==> config.mk <==
export PLATFORM = sky130hd
export DESIGN_NAME = dma_xlate_walker
export DESIGN_NICKNAME = d
export VERILOG_FILES = /design/src/rtl/dxw_pkg.sv /design/src/rtl/dxw_addr_gen.sv /design/src/rtl/dxw_entry_chk.sv /design/src/rtl/dxw_fault_log.sv /design/src/rtl/dxw_walk_ctrl.sv /design/src/rtl/dma_xlate_walker.sv
export SDC_FILE = /design/constraint.sdc
export NUM_CORES = 1
export LEC_CHECK = 0
export CAP_MARGIN = 20
export CORE_MARGIN = 2
export CORE_UTILIZATION = 30
export DETAILED_ROUTE_END_ITERATION = 12
export GPL_ROUTABILITY_DRIVEN = 0
export PLACE_DENSITY = 0.57
export SYNTH_ARGS = -nofsm -noshare
export SYNTH_HDL_FRONTEND = slang
export SYNTH_HIERARCHICAL = 1
export SYNTH_SLANG_ARGS = --single-unit
==> constraint.sdc <==
create_clock -name clk -period 1.6 [get_ports clk]
set_input_delay 0.24 -clock clk [delete_from_list [all_inputs] [get_ports clk]]
set_output_delay 0.24 -clock clk [all_outputs]
set_load 0.01 [all_outputs]
==> src/rtl/dxw_pkg.sv <==
package dxw_pkg;
  typedef enum logic [1:0] {PH_ROOT, PH_CTX, PH_PT} phase_e;
  typedef enum logic [1:0] {ST_IDLE, ST_ISSUE, ST_WAIT, ST_RESP} state_e;
  localparam int unsigned BIT_PRESENT = 0;
  localparam int unsigned BIT_RD      = 1;
  localparam int unsigned BIT_WR      = 2;
endpackage

==> src/rtl/dxw_addr_gen.sv <==
module dxw_addr_gen
  import dxw_pkg::*;
#(
  parameter int unsigned PA_W     = 52,
  parameter int unsigned LVL_BITS = 9,
  parameter int unsigned ENT_LOG2 = 3,
  parameter int unsigned MAX_LVL  = 5,
  parameter int unsigned RID_W    = 16,
  localparam int unsigned PG_SHIFT = LVL_BITS + ENT_LOG2,
  localparam int unsigned IOVA_W   = PG_SHIFT + MAX_LVL * LVL_BITS,
  localparam int unsigned LVL_W    = $clog2(MAX_LVL)
) (
  input  phase_e              phase,
  input  logic [LVL_W-1:0]    level,
  input  logic [PA_W-1:0]     base,
  input  logic [RID_W-1:0]    rid,
  input  logic [IOVA_W-1:0]   iova,
  output logic [PA_W-1:0]     addr
);
  logic [LVL_BITS-1:0] idx [MAX_LVL];
  logic [LVL_BITS-1:0] sel;

  for (genvar g = 0; g < MAX_LVL; g++) begin : g_idx
    assign idx[g] = iova[PG_SHIFT + g*LVL_BITS +: LVL_BITS];
  end

  always_comb begin
    sel = '0;
    case (phase)
      PH_ROOT: sel = LVL_BITS'(rid[RID_W-1:RID_W/2]);
      PH_CTX:  sel = LVL_BITS'(rid[RID_W/2-1:0]);
      default: begin
        for (int k = 0; k < MAX_LVL; k++) begin
          if (level == LVL_W'(k)) sel = idx[k];
        end
      end
    endcase
  end

  assign addr = {base[PA_W-1:PG_SHIFT], sel, {ENT_LOG2{1'b0}}};
endmodule

==> src/rtl/dxw_entry_chk.sv <==
module dxw_entry_chk
  import dxw_pkg::*;
#(
  parameter int unsigned PA_W     = 52,
  parameter int unsigned ENT_W    = 64,
  parameter int unsigned PG_SHIFT = 12
) (
  input  logic [ENT_W-1:0] entry,
  input  phase_e           phase,
  input  logic             is_write,
  output logic             ok,
  output logic [PA_W-1:0]  next_base
);
  logic granted;

  always_comb begin
    if (phase != PH_PT) granted = 1'b1;
    else if (is_write)  granted = entry[BIT_WR];
    else                granted = entry[BIT_RD];
  end

  assign ok        = entry[BIT_PRESENT] & granted;
  assign next_base = {entry[PA_W-1:PG_SHIFT], {PG_SHIFT{1'b0}}};
endmodule

==> src/rtl/dxw_fault_log.sv <==
module dxw_fault_log #(
  parameter int unsigned RID_W  = 16,
  parameter int unsigned IOVA_W = 57
) (
  input  logic              clk,
  input  logic              rst_n,
  input  logic              evt,
  input  logic [RID_W-1:0]  evt_rid,
  input  logic [IOVA_W-1:0] evt_iova,
  input  logic              evt_write,
  input  logic              clear,
  output logic              flt_valid,
  output logic [RID_W-1:0]  flt_rid,
  output logic [IOVA_W-1:0] flt_iova,
  output logic              flt_write,
  output logic              flt_overflow
);
  logic valid_q, valid_d, ovf_q, ovf_d, store;
  logic [RID_W-1:0]  rid_q;
  logic [IOVA_W-1:0] iova_q;
  logic              wr_q;

  always_comb begin
    store   = evt & (clear | ~valid_q);
    valid_d = clear ? evt : (valid_q | evt);
    ovf_d   = clear ? 1'b0 : (ovf_q | (evt & valid_q));
  end

  always_ff @(posedge clk or negedge rst_n) begin
    if (!rst_n) begin
      valid_q <= 1'b0;
      ovf_q   <= 1'b0;
    end else begin
      valid_q <= valid_d;
      ovf_q   <= ovf_d;
    end
  end

  always_ff @(posedge clk or negedge rst_n) begin
    if (!rst_n) begin
      rid_q  <= '0;
      iova_q <= '0;
      wr_q   <= 1'b0;
    end else if (store) begin
      rid_q  <= evt_rid;
      iova_q <= evt_iova;
      wr_q   <= evt_write;
    end
  end

  assign flt_valid    = valid_q;
  assign flt_overflow = ovf_q;
  assign flt_rid      = rid_q;
  assign flt_iova     = iova_q;
  assign flt_write    = wr_q;

  // a fault arriving on a full record is dropped, only the flag moves
  assert_overflow_keeps_record_R9: assert property (@(posedge clk) disable iff (!rst_n)
    (flt_valid && evt && !clear) |=> ($stable(flt_rid) && $stable(flt_iova) && $stable(flt_write) && flt_overflow));

  assert_overflow_with_record_R9: assert property (@(posedge clk) disable iff (!rst_n)
    flt_overflow |-> flt_valid);
endmodule

==> src/rtl/dxw_walk_ctrl.sv <==
module dxw_walk_ctrl
  import dxw_pkg::*;
#(
  parameter int unsigned PA_W     = 52,
  parameter int unsigned ENT_W    = 64,
  parameter int unsigned LVL_BITS = 9,
  parameter int unsigned ENT_LOG2 = 3,
  parameter int unsigned MAX_LVL  = 5,
  parameter int unsigned RID_W    = 16,
  localparam int unsigned PG_SHIFT = LVL_BITS + ENT_LOG2,
  localparam int unsigned IOVA_W   = PG_SHIFT + MAX_LVL * LVL_BITS,
  localparam int unsigned VA4_TOP  = PG_SHIFT + (MAX_LVL-1) * LVL_BITS,
  localparam int unsigned LVL_W    = $clog2(MAX_LVL)
) (
  input  logic              clk,
  input  logic              rst_n,
  input  logic [PA_W-1:0]   root_base,
  input  logic              five_level,
  input  logic              req_valid,
  input  logic [RID_W-1:0]  req_rid,
  input  logic [IOVA_W-1:0] req_iova,
  input  logic              req_write,
  output logic              busy,
  output logic              resp_valid,
  output logic              resp_fault,
  output logic [PA_W-1:0]   resp_pa,
  output logic              mem_req_valid,
  output logic [PA_W-1:0]   mem_req_addr,
  input  logic              mem_rsp_valid,
  input  logic [ENT_W-1:0]  mem_rsp_data,
  output logic              fault_evt,
  output logic [RID_W-1:0]  cur_rid,
  output logic [IOVA_W-1:0] cur_iova,
  output logic              cur_write
);
  state_e             state_q, state_d;
  phase_e             phase_q, phase_d;
  logic [LVL_W-1:0]   level_q, level_d;
  logic [PA_W-1:0]    base_q, base_d;
  logic               fault_q, fault_d;
  logic [PA_W-1:0]    pa_q, pa_d;
  logic [RID_W-1:0]   rid_q;
  logic [IOVA_W-1:0]  iova_q;
  logic               wr_q, five_q;
  logic               accept, walk_en, range_bad;
  logic               ent_ok;
  logic [PA_W-1:0]    ent_next;

  assign accept    = (state_q == ST_IDLE) & req_valid;
  assign range_bad = ~five_level & (|req_iova[IOVA_W-1:VA4_TOP]);

  dxw_addr_gen #(
    .PA_W(PA_W), .LVL_BITS(LVL_BITS), .ENT_LOG2(ENT_LOG2),
    .MAX_LVL(MAX_LVL), .RID_W(RID_W)
  ) u_addr (
    .phase(phase_q), .level(level_q), .base(base_q),
    .rid(rid_q), .iova(iova_q), .addr(mem_req_addr)
  );

  dxw_entry_chk #(
    .PA_W(PA_W), .ENT_W(ENT_W), .PG_SHIFT(PG_SHIFT)
  ) u_chk (
    .entry(mem_rsp_data), .phase(phase_q), .is_write(wr_q),
    .ok(ent_ok), .next_base(ent_next)
  );

  always_comb begin
    state_d = state_q;
    phase_d = phase_q;
    level_d = level_q;
    base_d  = base_q;
    fault_d = fault_q;
    pa_d    = pa_q;
    walk_en = 1'b0;
    case (state_q)
      ST_IDLE: begin
        if (req_valid) begin
          walk_en = 1'b1;
          phase_d = PH_ROOT;
          level_d = '0;
          base_d  = root_base;
          if (range_bad) begin
            fault_d = 1'b1;
            pa_d    = '0;
            state_d = ST_RESP;
          end else begin
            state_d = ST_ISSUE;
          end
        end
      end
      ST_ISSUE: state_d = ST_WAIT;
      ST_WAIT: begin
        if (mem_rsp_valid) begin
          walk_en = 1'b1;
          if (!ent_ok) begin
            fault_d = 1'b1;
            pa_d    = '0;
            state_d = ST_RESP;
          end else begin
            base_d = ent_next;
            case (phase_q)
              PH_ROOT: begin
                phase_d = PH_CTX;
                state_d = ST_ISSUE;
              end
              PH_CTX: begin
                phase_d = PH_PT;
                level_d = five_q ? LVL_W'(MAX_LVL-1) : LVL_W'(MAX_LVL-2);
                state_d = ST_ISSUE;
              end
              default: begin
                if (level_q == '0) begin
                  fault_d = 1'b0;
                  pa_d    = {ent_next[PA_W-1:PG_SHIFT], iova_q[PG_SHIFT-1:0]};
                  state_d = ST_RESP;
                end else begin
                  level_d = level_q - 1'b1;
                  state_d = ST_ISSUE;
                end
              end
            endcase
          end
        end
      end
      default: state_d = ST_IDLE;
    endcase
  end

  always_ff @(posedge clk or negedge rst_n) begin
    if (!rst_n) state_q <= ST_IDLE;
    else        state_q <= state_d;
  end

  always_ff @(posedge clk or negedge rst_n) begin
    if (!rst_n) begin
      phase_q <= PH_ROOT;
      level_q <= '0;
      base_q  <= '0;
      fault_q <= 1'b0;
      pa_q    <= '0;
    end else if (walk_en) begin
      phase_q <= phase_d;
      level_q <= level_d;
      base_q  <= base_d;
      fault_q <= fault_d;
      pa_q    <= pa_d;
    end
  end

  always_ff @(posedge clk or negedge rst_n) begin
    if (!rst_n) begin
      rid_q  <= '0;
      iova_q <= '0;
      wr_q   <= 1'b0;
      five_q <= 1'b0;
    end else if (accept) begin
      rid_q  <= req_rid;
      iova_q <= req_iova;
      wr_q   <= req_write;
      five_q <= five_level;
    end
  end

  assign busy          = (state_q != ST_IDLE);
  assign mem_req_valid = (state_q == ST_ISSUE);
  assign resp_valid    = (state_q == ST_RESP);
  assign resp_fault    = fault_q;
  assign resp_pa       = pa_q;
  assign fault_evt     = resp_valid & fault_q;
  assign cur_rid       = rid_q;
  assign cur_iova      = iova_q;
  assign cur_write     = wr_q;

  // one read outstanding, one response per walk
  assert_single_outstanding_R8: assert property (@(posedge clk) disable iff (!rst_n)
    mem_req_valid |=> !mem_req_valid);

  assert_resp_ends_walk_R8: assert property (@(posedge clk) disable iff (!rst_n)
    resp_valid |=> !busy);

  // the page offset passes through unchanged
  assert_leaf_offset_R3: assert property (@(posedge clk) disable iff (!rst_n)
    (resp_valid && !resp_fault) |-> (resp_pa[PG_SHIFT-1:0] == iova_q[PG_SHIFT-1:0]));

  // a four-level translation never succeeds for a wide address
  assert_range_fault_R7: assert property (@(posedge clk) disable iff (!rst_n)
    (resp_valid && !resp_fault && !five_q) |-> (iova_q[IOVA_W-1:VA4_TOP] == '0));
endmodule

==> src/rtl/dma_xlate_walker.sv <==
module dma_xlate_walker #(
  parameter int unsigned PA_W     = 52,
  parameter int unsigned ENT_W    = 64,
  parameter int unsigned LVL_BITS = 9,
  parameter int unsigned ENT_LOG2 = 3,
  parameter int unsigned MAX_LVL  = 5,
  parameter int unsigned RID_W    = 16,
  localparam int unsigned PG_SHIFT = LVL_BITS + ENT_LOG2,
  localparam int unsigned IOVA_W   = PG_SHIFT + MAX_LVL * LVL_BITS
) (
  input  logic              clk,
  input  logic              rst_n,
  input  logic              cfg_root_we,
  input  logic [PA_W-1:0]   cfg_root_base,
  input  logic              cfg_five_level,
  input  logic              req_valid,
  input  logic [RID_W-1:0]  req_rid,
  input  logic [IOVA_W-1:0] req_iova,
  input  logic              req_write,
  output logic              busy,
  output logic              resp_valid,
  output logic              resp_fault,
  output logic [PA_W-1:0]   resp_pa,
  output logic              mem_req_valid,
  output logic [PA_W-1:0]   mem_req_addr,
  input  logic              mem_rsp_valid,
  input  logic [ENT_W-1:0]  mem_rsp_data,
  input  logic              flt_clear,
  output logic              flt_valid,
  output logic [RID_W-1:0]  flt_rid,
  output logic [IOVA_W-1:0] flt_iova,
  output logic              flt_write,
  output logic              flt_overflow
);
  logic [PA_W-1:0]   root_q;
  logic              fault_evt;
  logic [RID_W-1:0]  cur_rid;
  logic [IOVA_W-1:0] cur_iova;
  logic              cur_write;

  always_ff @(posedge clk or negedge rst_n) begin
    if (!rst_n)           root_q <= '0;
    else if (cfg_root_we) root_q <= {cfg_root_base[PA_W-1:PG_SHIFT], {PG_SHIFT{1'b0}}};
  end

  dxw_walk_ctrl #(
    .PA_W(PA_W), .ENT_W(ENT_W), .LVL_BITS(LVL_BITS),
    .ENT_LOG2(ENT_LOG2), .MAX_LVL(MAX_LVL), .RID_W(RID_W)
  ) u_ctrl (
    .clk(clk), .rst_n(rst_n), .root_base(root_q), .five_level(cfg_five_level),
    .req_valid(req_valid), .req_rid(req_rid), .req_iova(req_iova), .req_write(req_write),
    .busy(busy), .resp_valid(resp_valid), .resp_fault(resp_fault), .resp_pa(resp_pa),
    .mem_req_valid(mem_req_valid), .mem_req_addr(mem_req_addr),
    .mem_rsp_valid(mem_rsp_valid), .mem_rsp_data(mem_rsp_data),
    .fault_evt(fault_evt), .cur_rid(cur_rid), .cur_iova(cur_iova), .cur_write(cur_write)
  );

  dxw_fault_log #(.RID_W(RID_W), .IOVA_W(IOVA_W)) u_flog (
    .clk(clk), .rst_n(rst_n), .evt(fault_evt), .evt_rid(cur_rid),
    .evt_iova(cur_iova), .evt_write(cur_write), .clear(flt_clear),
    .flt_valid(flt_valid), .flt_rid(flt_rid), .flt_iova(flt_iova),
    .flt_write(flt_write), .flt_overflow(flt_overflow)
  );

  // a fault response never carries a translated address
  assert_fault_no_pa_R5: assert property (@(posedge clk) disable iff (!rst_n)
    (resp_valid && resp_fault) |-> (resp_pa == '0));
endmodule

Word level (Yosys, flattened, before mapping)
Cells that the tools add are included.
{"block": "classes", "add_sub_neg": 1, "n_mux": 50, "n_eq_ne": 18, "reduce_logical": 12, "bitwise_logic": 11}
{"operator": "52-bit two-way mux", "count": 9}
{"operator": "52-bit case mux with 2 select lines", "count": 2}
{"operator": "9-bit two-way mux", "count": 5}
{"operator": "2-bit two-way mux", "count": 9}
{"operator": "9-bit case mux with 2 select lines", "count": 1}
{"operator": "3-bit two-way mux", "count": 5}
{"operator": "7-bit AND reduction", "count": 2}
{"operator": "1-bit two-way mux", "count": 12}
{"operator": "3-bit case mux with 2 select lines", "count": 2}
{"operator": "3-bit != test (second input constant)", "count": 3}
{"operator": "9-bit OR reduction", "count": 1}
{"operator": "2-bit != test (second input constant)", "count": 4}
{"operator": "2-bit case mux with 2 select lines", "count": 2}
{"operator": "1-bit bitwise AND", "count": 6}
{"operator": "3-bit by 2-bit equality test with 1-bit output (second input constant)", "count": 2}
{"operator": "2-bit case mux with 3 select lines", "count": 1}
{"operator": "6-bit AND reduction", "count": 1}
{"operator": "5-bit AND reduction", "count": 1}
{"operator": "2-bit by 1-bit equality test with 1-bit output (second input constant)", "count": 2}
{"operator": "2-bit equality test (second input constant)", "count": 2}
{"operator": "2-bit zero test", "count": 2}
{"operator": "2-bit by 1-bit != test with 1-bit output (second input constant)", "count": 2}
{"operator": "1-bit case mux with 2 select lines", "count": 2}
{"operator": "2-bit nonzero test", "count": 2}
{"operator": "9 further kinds", "count": 12}
{"block": "totals", "output_inout_bits": 184, "register_bits": 303, "inputBits": 197}

Depth between registers and ports, before layout
{"block": "logic_depth", "word_depth": 7, "ltp_mapped": 8, "ltp_nobuf": 7}

Modules after synthesis
The synthesis kept the hierarchy.
{"module": "dxw_walk_ctrl", "area_per_inst_um2": 7697.4, "n_inst": 1, "cells_per_inst": 566}
{"module": "dxw_fault_log", "area_per_inst_um2": 3135.5, "n_inst": 1, "cells_per_inst": 163}
{"module": "dma_xlate_walker", "area_per_inst_um2": 1500.2, "n_inst": 1, "cells_per_inst": 85}
{"module": "dxw_addr_gen", "area_per_inst_um2": 937.1, "n_inst": 1, "cells_per_inst": 117}
{"module": "dxw_entry_chk", "area_per_inst_um2": 417.9, "n_inst": 1, "cells_per_inst": 57}

Worst setup path after synthesis
No wires, ideal clock.
{"block": "synth_timing", "kind": "flip-flop to flip-flop", "start": "register u_ctrl.wr_q (netlist: u_ctrl/cur_write)", "end": "register u_ctrl.level_q[1]", "path_slack_ps": -113, "required_time_ps": 1472, "arrival_ps": 1585, "stages_incl_launch_ff": 7, "n_path_buf": 0, "path_cell_list": "dfrtp_1 mux2i_1 a31oi_1 nand3_1 a21oi_4 o21ai_1 mux2_1"}
{"block": "synth_via", "elab_chain_cells": 5}
{"element": "from (decl)", "line_no": "dxw_walk_ctrl.sv:44", "rtl": "logic wr_q, five_q;"}
{"element": "from (signal assigned)", "line_no": "dxw_walk_ctrl.sv:159", "rtl": "wr_q <= req_write;"}
{"element": "1-bit two-way mux", "line_no": "dxw_entry_chk.sv:18", "rtl": "else if (is_write) granted = entry[BIT_WR];"}
{"element": "1-bit two-way mux", "line_no": "dxw_entry_chk.sv:17", "rtl": "if (phase != PH_PT) granted = 1'b1;"}
{"element": "1-bit bitwise AND", "line_no": "dxw_entry_chk.sv:22", "rtl": "assign ok = entry[BIT_PRESENT] & granted;"}
{"element": "named net u_ctrl.ent_ok", "line_no": "dxw_walk_ctrl.sv:46", "rtl": "logic ent_ok;"}
{"element": "2-bit by 1-bit != test with 1-bit output (no line)"}
{"element": "7-bit AND reduction (no line)"}
{"element": "to (signal assigned)", "line_no": "dxw_walk_ctrl.sv:143", "rtl": "level_q <= level_d;"}
{"element": "to (decl)", "line_no": "dxw_walk_ctrl.sv:38", "rtl": "logic [LVL_W-1:0] level_q, level_d;"}
The timed path passes the listed nets, and every way through them passes these cells.
A chain may end at the register's enable or synchronous reset.

Worst setup path after layout
{"block": "layout_timing", "start": "register u_ctrl.level_q[0]", "end": "output port mem_req_addr[3]"}
{"block": "layout_via", "elab_chain_cells": 7, "elab_cells_between_ends": 11, "classes_between": "eq/ne (4); mux (6); reduce/logical (1)"}
{"element": "3-bit zero test", "line_no": "dxw_addr_gen.sv:34", "rtl": "if (level == LVL_W'(k)) sel = idx[k];"}
{"element": "9-bit two-way mux (4 in a row)", "line_no": "dxw_addr_gen.sv:34"}
{"element": "9-bit two-way mux (*)", "line_no": "dxw_addr_gen.sv:34"}
{"element": "9-bit case mux with 2 select lines (*)", "line_no": "dxw_addr_gen.sv:29", "rtl": "case (phase)"}
{"element": "to (decl)", "line_no": "dma_xlate_walker.sv:25", "rtl": "output logic [PA_W-1:0] mem_req_addr,"}
Every way passes the cells marked *; elsewhere a longest branch is shown, timed or not.

==> impl_metrics.ini <==
[placed_design]
port_buffers = 344
dpl.hpwl_um = 27620

[setup_path]
critPathArrivalTime_ns = 2.00
critPathLaunchType = flip-flop
crit_type = flip-flop to primary output
rrSetupSlack_ns = -0.53
crit_start = u_ctrl/level_q[0]
r2r_cells = 12
r2r_end = u_ctrl/resp_pa[35]
max_stage_delay_ns = 0.44
slowest_stage = dfrtp_2
end_kind = primary output
rr_startpoint = u_ctrl/level_q[1]
crit_required_ns = 1.36
crit_chain = buf_12 -> mux2_4 -> a221oi_4 -> o22ai_2 -> buf_2
critPathMaxFanout = 8

[drt]
vias_per_cell = 4.621
wl_met2_um = 20870
highest_layer = met5
routed_wl_um = 43570
wl_per_cell_um = 22.13
final_antenna_net_count = 0
wl_met1_um = 18800
first_pass_iters = 4
dr_wl_met3_um = 3036
via_count = 9098
drtIter0Drc = 400
drc = 0

[power_and_ir_drop]
switching_share_pct = 33.76
clockPowerShare_pct = 19.5
peakVddDrop_mv = 0.7832
switchingPower_uw = 14260
power_frac_comb_pct = 50.9
p_total_uw = 42240
powerDensity_nw_per_um2 = 2023
intPower_uw = 27980
power_frac_seq_pct = 29.6
p_leak_uw = 0.009801

[finish]
layout_common_cells = dfrtp_1 (288), dlygate4sd2_1 (168), clkdlybuf4s50_1 (161), mux2_4 (158), buf_4 (87)
fillers = 3793
fin_nets = 1561
synthToLayoutAreaGrowth_pct = 59.80
final_common_cell = dfrtp_1
drive_above_1_share_pct = 43.35
diodes = 0

[die]
dieWidth_um = 212.7
rows = 76
die_y_um = 212.7
start_util_pct = 30.33
core_area_um2 = 43080
dieArea_um2 = 45230
pin_count = 381

[sta]
rsz0062_at_grt = true
slew_headroom_pct = 58.47
min_period_ns = 2.244
worst_slack_ns = -0.6438
setup_viol = 231
setup_tns_ns = -51.48
hold_violations = 0
worstMarginPinSlew_ns = 0.6200
maxSlewViolCount = 0
max_freq_mhz = 445.7
period_share_pct = 140.2
skew_ns = 0.02380

[synth]
syn_area_um2 = 13070
ys_warn_count = 6
netlist_instances = 926
syn_area_per_cell_um2 = 14.11

[grt]
antenna_found_initial = 4
grt_pass1_wl_um = 64520
grt.total_usage_pct = 19.19
overflow = 0
grt_max_degree = 61
grt_pass1_vias = 10130

[flow_run]
drv_cap = 0

[clock_network]
htreeDepth = 2
clk_pin_slew_ns = 0.06
clockBufferDepth = 3
root_buffer = clkbuf_16
cts_tree = yes
clock_latency_ns = 0.55
clock-sinks = 291
cts_buffers = 35

[min_path]
hp-class = primary input to asynchronous set/reset pin

[status]
status = complete, but fails checks
violations = negative setup slack
final cells by class:
type	count	area [um^2]	share of cell area [%]
Clock inverter	11	170.2	0.8151
Sequential cell	291	7286	34.90
Multi-Input combinational cell	484	5705	27.33
Inverter	8	32.53	0.1558
Tap cell	585	732.0	3.506
Clock buffer	48	1005	4.812
Timing Repair Buffer	542	5947	28.48
registers in the layout, indices dropped and copies added (netlist names), 2 cells and up:
register	flops
u_flog/flt_iova	57
u_ctrl/state_q	2
u_ctrl/cur_rid	16
u_ctrl/level_q	3
u_ctrl/base_q	40
u_ctrl/phase_q	2
u_ctrl/resp_pa	52
u_ctrl/cur_iova	57
root_q	40
u_flog/flt_rid	16
worst max-delay path, delay by kind of cell, from the launching register on:
kind,cells,cell delay (ns)
buffers and inverters,2,0.33
AOI/OAI and AO/OA,2,0.41
DFF,1,0.44
muxes,1,0.31
per-layer routing:
| metal | vias to the layer above | global-route usage, % |
|---|---|---|
| met1 | 4636 | 24.66 |
| met3 | 52 | 5.236 |
| li1 | 4114 | - |
| met4 | 6 | 5.594 |
| met5 | - | 0 |
| met2 | 290 | 31.65 |
worst max path at each step:
stage / to / cells after the start
6_report: mem_req_addr[3] / 5
5_1_grt: mem_req_addr[4] / 5
4_1_cts: mem_req_addr[4] / 5
3_5_place_dp: u_ctrl/base_q[23] / 11
3_3_place_gp: u_ctrl/base_q[44] / 11
2_1_floorplan: u_ctrl/level_q[1] / 6
power groups by stage:
stage | clock, uW | sequential (uW) | combinational (uW)
5_1_grt | 8790 | 12900 | 22700
4_1_cts | 8490 | 12400 | 20500
6_report | 8250 | 12500 | 21500
3_3_place_gp | 0 | 12400 | 16500
2_1_floorplan | 0 | 12200 | 9360
3_5_place_dp | 0 | 12400 | 16700
what timing repair did:
action,4_1_cts,5_1_grt
hold buffers,1,0
endpoints found under the hold margin,149,0
setup buffers,42,20
gates cloned,29,4
resized for setup,454,141
pin swaps,42,19
setup endpoints to repair,426,258
through the flow:
step	instances	worst slack (ns)	instance area [um^2]	hold WS (ns)	util (%)
after floorplan	928	-0.07084	13200	-0.05559	-
after global placement	1835	-0.7223	17360	0.1524	40.31
after detailed placement	1835	-0.7743	17360	0.1575	40.31
after CTS	1963	-0.6804	20440	0.1658	47.45
after global routing	1969	-0.7142	20880	0.1821	48.47
final	1969	-0.6438	20880	0.1824	48.47
Power figures use the tool's default switching activity.
